## config.mk

```make
export PLATFORM = sky130hd
export DESIGN_NAME = prescaled_down_timer
export DESIGN_NICKNAME = d
export VERILOG_FILES = /design/src/rtl/prescaled_down_timer.sv
export SDC_FILE = /design/constraint.sdc
export NUM_CORES = 1
export LEC_CHECK = 0
export ABC_CLOCK_PERIOD_IN_PS = 6500
export BUFFER_PORTS_ARGS = -buffer_cell sky130_fd_sc_hd__buf_4
export CAP_MARGIN = 5
export CORE_ASPECT_RATIO = 0.8
export CORE_MARGIN = 5
export CORE_UTILIZATION = 65
export CTS_BUF_LIST = sky130_fd_sc_hd__clkbuf_8
export CTS_CLUSTER_SIZE = 25
export DETAILED_ROUTE_END_ITERATION = 10
export GPL_TIMING_DRIVEN = 0
export PLACE_DENSITY = 0.93
export SKIP_CTS_REPAIR_TIMING = 1
export SLEW_MARGIN = 20
export SYNTH_ARGS = -nofsm -noshare
export SYNTH_HDL_FRONTEND = slang
export SYNTH_SLANG_ARGS = --single-unit
```

## constraint.sdc

```tcl
create_clock -name clk -period 6.5 [get_ports clk]
set_input_delay 0.325 -clock clk [delete_from_list [all_inputs] [get_ports clk]]
set_output_delay 0.325 -clock clk [all_outputs]
set_load 0.02 [all_outputs]
```

## src/rtl/prescaled_down_timer.sv

```systemverilog
module prescaled_down_timer #(
  parameter int DW = 32,
  parameter int PW = 16,
  parameter int AW = 3
) (
  input  logic          clk,
  input  logic          rst_n,
  input  logic [AW-1:0] bus_addr,
  input  logic          bus_wr,
  input  logic [DW-1:0] bus_wdata,
  output logic [DW-1:0] bus_rdata,
  output logic          irq
);
  localparam logic [AW-1:0] A_CTL = AW'(0);
  localparam logic [AW-1:0] A_CNT = AW'(1);
  localparam logic [AW-1:0] A_PRE = AW'(2);
  localparam logic [AW-1:0] A_STS = AW'(3);
  localparam logic [AW-1:0] A_IEN = AW'(4);
  localparam int PS_LO = DW - PW;

  logic          en_q, auto_q, start_q, sts_q, ien_q;
  logic [PW-1:0] ps_q, div_q;
  logic [DW-1:0] cnt_q, pre_q;

  wire wr_ctl   = bus_wr && bus_addr == A_CTL;
  wire wr_cnt   = bus_wr && bus_addr == A_CNT;
  wire wr_pre   = bus_wr && bus_addr == A_PRE;
  wire wr_sts   = bus_wr && bus_addr == A_STS;
  wire wr_ien   = bus_wr && bus_addr == A_IEN;
  wire run      = en_q && start_q;
  wire tick     = run && div_q == ps_q;
  wire zero_evt = tick && cnt_q <= DW'(1) && !wr_cnt;

  always_ff @(posedge clk) begin
    if (!rst_n) begin
      en_q <= 1'b0; auto_q <= 1'b0; start_q <= 1'b0;
      ps_q <= '0; div_q <= '0;
      cnt_q <= '0; pre_q <= '1;
      sts_q <= 1'b0; ien_q <= 1'b0;
    end else begin
      if (!run || tick || wr_cnt || wr_ctl) div_q <= '0;
      else                                  div_q <= div_q + PW'(1);

      if (wr_cnt)        cnt_q <= bus_wdata;
      else if (zero_evt) cnt_q <= auto_q ? pre_q : '0;
      else if (tick)     cnt_q <= cnt_q - DW'(1);

      if (wr_ctl) begin
        en_q    <= bus_wdata[0];
        auto_q  <= bus_wdata[3];
        start_q <= bus_wdata[5];
        ps_q    <= bus_wdata[DW-1:PS_LO];
      end else if (zero_evt && !auto_q) begin
        start_q <= 1'b0;
      end

      if (wr_pre) pre_q <= bus_wdata;
      if (wr_ien) ien_q <= bus_wdata[0];

      if (zero_evt)                      sts_q <= 1'b1;
      else if (wr_sts && bus_wdata[0])   sts_q <= 1'b0;
    end
  end

  always_comb begin
    bus_rdata = '0;
    case (bus_addr)
      A_CTL: begin
        bus_rdata[0] = en_q;
        bus_rdata[3] = auto_q;
        bus_rdata[5] = start_q;
        bus_rdata[DW-1:PS_LO] = ps_q;
      end
      A_CNT: bus_rdata = cnt_q;
      A_PRE: bus_rdata = pre_q;
      A_STS: bus_rdata[0] = sts_q;
      A_IEN: bus_rdata[0] = ien_q;
      default: bus_rdata = '0;
    endcase
  end

  assign irq = sts_q & ien_q;


  hold_idle_chk: assert property (@(posedge clk) disable iff (!rst_n)
    (!run && !wr_cnt) |=> $stable(cnt_q));

  decrement_chk: assert property (@(posedge clk) disable iff (!rst_n)
    (tick && cnt_q > DW'(1) && !wr_cnt) |=> cnt_q == $past(cnt_q) - DW'(1));

  reload_chk: assert property (@(posedge clk) disable iff (!rst_n)
    (zero_evt && auto_q) |=> cnt_q == $past(pre_q));

  stop_zero_chk: assert property (@(posedge clk) disable iff (!rst_n)
    (zero_evt && !auto_q && !wr_ctl) |=> (!start_q && cnt_q == '0));

  sts_sticky_chk: assert property (@(posedge clk) disable iff (!rst_n)
    (sts_q && !(wr_sts && bus_wdata[0])) |=> sts_q);

  evt_sets_chk: assert property (@(posedge clk) disable iff (!rst_n)
    zero_evt |=> sts_q);

  irq_gate_chk: assert property (@(posedge clk) disable iff (!rst_n)
    $rose(irq) |-> (ien_q && sts_q));
endmodule

```

==> summary.txt <==
Timing
  – Crit path time final: 3.229 ns
  – Hold Violations, Final: 0
  – Fmax: between 300 and 400 MHz
  – RSZ-0062 raised after global routing: no
  – Fin crit share: roughly 50%
  – Final WS setup: approximately 3.3 ns
  – Finish-stage setup viols: 0
  – Slew HR: 33.98%
  – Pins Over Slew Limit: 0
  – WHS: 0.1650 ns
  – Clock skew: between 0.009 and 0.01 ns
  – Setup TNS: 0 ns
  – Slew at the pin with the worst max-slew slack: just under 1 ns

Synth
  – Cells after Synth: 802
  – Synthesized Nets: between 800 and 900
  – Synth warnings: 0
  – Netlist cell types: 53
  – Synth Area in Compound Gates: ~15%
  – Simple-gate portion of the synthesized area: around 30%
  – Post-synth EDFFs: 0
  – Sequential element share of the synthesized area: between 30% and 40%
  – Combinational family with the most area after synthesis: simple AND/OR/NAND/NOR gates
  – Post-synth ARST share: 0%
  – Synth area leaders: dfxtp_1 34%, nand2_1 12%, mux2i_1 7.0%
  – Top-count cell post-synth: nand2_1
  – Avg Cell Area, Syn: 7.448 sq um
  – Multiplexer share of the synthesized area: 7.038%
  – Yosys top cell by area: dfxtp_1
  – Post-Syn Area: 5973 sq um
  – Synth Flop Type: dfxtp_1
  – Synth top area share: 33.85%
  – Post-Synth Adder-Cell Area: less than 1%
  – Synth cell count leaders: 186 x nand2_1, 101 x dfxtp_1, 79 x nor2_1
  – XOR/XNOR Fraction of Synth Area: just under 9%
  – Seq cells post-synth: 101

Layout
  – Inserted Diodes: 0
  – Proportion of layout cells with a drive suffix above 1: roughly a tenth
  – Fin area: 6829 sq um
  – P&R area growth vs syn: 14.33%
  – Nets: 924
  – Multi-input logic area: 3650 sq um
  – Register Area: approximately 2000 sq um
  – Filler cell count: about 730

GRT
  – Vias in the first global route: 6227
  – Met1 Usage GRT: about half
  – GRT Total Usage: 37.40%
  – Met3 Use GR: between 10% and 20%
  – Antenna violations before repair: 0
  – Grt ovf: 0
  – Most Crowded Layer GR: met2
  – Largest net degree at the start of global routing: 17
  – M2 GR Usage: 54.61%
  – First-pass GRT wire length: approximately 32000 um

Clock tree
  – H-Tree Level Count: 3
  – Clock Sinks: 101
  – Reg clk slew, reported paths: around 0.10 ns
  – Clock Tree Root: clkbuf_8
  – CTS tree: done
  – Longest Clk Path Bufs: 2
  – Clock latency on the worst-skew pair: between 0.3 and 0.4 ns
  – Clock buffer count from CTS: 9

Placed design
  – Routability cong.: roughly 0.98
  – IO buf count: 70
  – Area after DPL: ~6600 sq um
  – Dpl ws: around 3.4 ns
  – Post-DP HPWL: about 15000 um

Setup path
  – Capturing element type of the critical path: flip-flop
  – Worst-path fanout max: 10
  – CP bufs+invs: 2
  – Slowest cell delay on critical path: 0.67 ns
  – Crit-path most repeated cell: clkbuf_1
  – Critical-path cell list: xor2_1, nor4_1, nor4bb_1, and2_1, clkbuf_1, clkbuf_1, o21ai_0, a22o_1
  – Crit path arrival time: ~3.5 ns
  – CP required: ~6.8 ns
  – Slowest CP cell: nor4bb_1
  – Setup Crit Path Kind: reg2reg
  – Family with the most delay on the worst path: simple AND/OR/NAND/NOR gates
  – Setup crit start kind: flip-flop

Routing
  – 1st-pass router iterations: 5
  – Initial DRC count: 1057
  – Aggregate routed wire length: between 20000 and 25000 um
  – Post-route antenna net violation count: 0
  – Vias: 6518
  – Remaining DRCs: 0
  – Vias per inst: around 6.5
  – WL per Instance: between 20 and 25 um

Power
  – Power Total: roughly 0.0013 W
  – Power density over the cells: between 150 and 200 nW/um^2
  – Peak supply drop: about 0.00016 V
  – Leakage power: ~2.8 nW

Worst hold path
  – HP Class: in2reg

Run status
  – Status: finished clean

Die
  – Die Width: 117.2 um
  – Starting Density: 66.38%
  – Num ports: 71
  – Die H: about 96 um
  – DIE AREA: 11220 sq um
  – Total core area: ~9000 sq um
  – Std cell rows: 31

Job
  – Max-Cap Viols: 0
## state kept, by name, indices dropped and copies added, names as in the netlist, 16 cells and up
signal,cells
cnt_q,32
pre_q,32
div_q,16
ps_q,16
## worst paths after layout
kind	startpoint	end	slack, ns	cells past startpoint
worst min register to register	pre_q[12]	pre_q[12]	0.50	2
worst max-delay path	ps_q[15]	cnt_q[28]	3.27	8
worst max register to register	ps_q[15]	cnt_q[28]	3.27	8
worst min-delay path	bus_wdata[14]	pre_q[14]	0.17	3
## worst reg2reg max path, cell delays in order (launching register included)
cell and delay (ns):
dfxtp_1 0.35, xor2_1 0.20, nor4_1 0.34, nor4bb_1 0.67, and2_1 0.24, clkbuf_1 0.35
clkbuf_1 0.51, o21ai_0 0.20, a22o_1 0.25
## where the power goes
group | switching [W] | internal, W
Sequential | 0.0000172 | 0.000633
Clock | 0.000231 | 0.000161
Combinational | 0.000178 | 0.000120
Total | 0.000426 | 0.000915
## layout by cell type (no fill, tap or decap), types with 2 or more instances in the layout
master / Yosys / final
nand2_1: 186 / 186
dfxtp_1: 101 / 101
nor2_1: 79 / 79
buf_4: 1 / 71
clkbuf_1: 57 / 57
mux2i_1: 42 / 42
nand3_1: 41 / 41
xnor2_1: 37 / 37
a21oi_1: 30 / 30
o21ai_0: 29 / 29
xor2_1: 22 / 22
a22o_1: 21 / 21
a21boi_0: 18 / 18
nor3_1: 16 / 16
nor4_1: 15 / 15
a22oi_1: 13 / 13
clkbuf_8: 0 / 11
or3_1: 9 / 9
and3_1: 8 / 8
inv_1: 6 / 7
nand4_1: 5 / 5
o211ai_1: 5 / 5
nor2b_1: 4 / 4
and2_1: 4 / 4
nand2b_1: 4 / 4
or4_1: 4 / 4
o21a_1: 4 / 4
o31ai_1: 4 / 4
buf_1: 3 / 3
a31oi_1: 3 / 3
nand3b_1: 3 / 3
nor4bb_1: 3 / 3
ha_1: 3 / 3
o211a_1: 2 / 2
clkinv_4: 0 / 2
## metal layers
layer | routed length [um] | part of all wire, %
met5 | 0 | 0
met4 | 680 | 3.3
met3 | 2886 | 14
met2 | 8979 | 43
met1 | 8239 | 40
## layout make-up
| type | instances | area share, % |
|---|---|---|
| clock inverters | 5 | 0.5130 |
| inverters | 6 | 0.3298 |
| clock buffers | 11 | 2.217 |
| multi-input cells | 631 | 53.44 |
| plain buffers | 64 | 4.086 |
| well taps | 115 | 2.107 |
| repair buffers | 70 | 7.695 |
| flip-flops and latches | 101 | 29.61 |
## metrics by stage
step / util, % / std cells
global route: 75.89 / 1003
finish: 75.89 / 1003
floorplan: - / 802
detailed placement: 73.82 / 987
global placement: 73.82 / 987
CTS: 75.89 / 1003
## cells by family (layout without fill, tap and decap cells)
group | Yosys count | after routing
AND/OR/NAND/NOR | 391 | 391
AO/OA/AOI/OAI | 136 | 136
flip-flops | 101 | 101
buffers and inverters | 70 | 156
XOR/XNOR | 59 | 59
multiplexers | 42 | 42
adder cells (fa/ha/maj) | 3 | 3
Note: power is estimated with default switching activity, not from simulation.
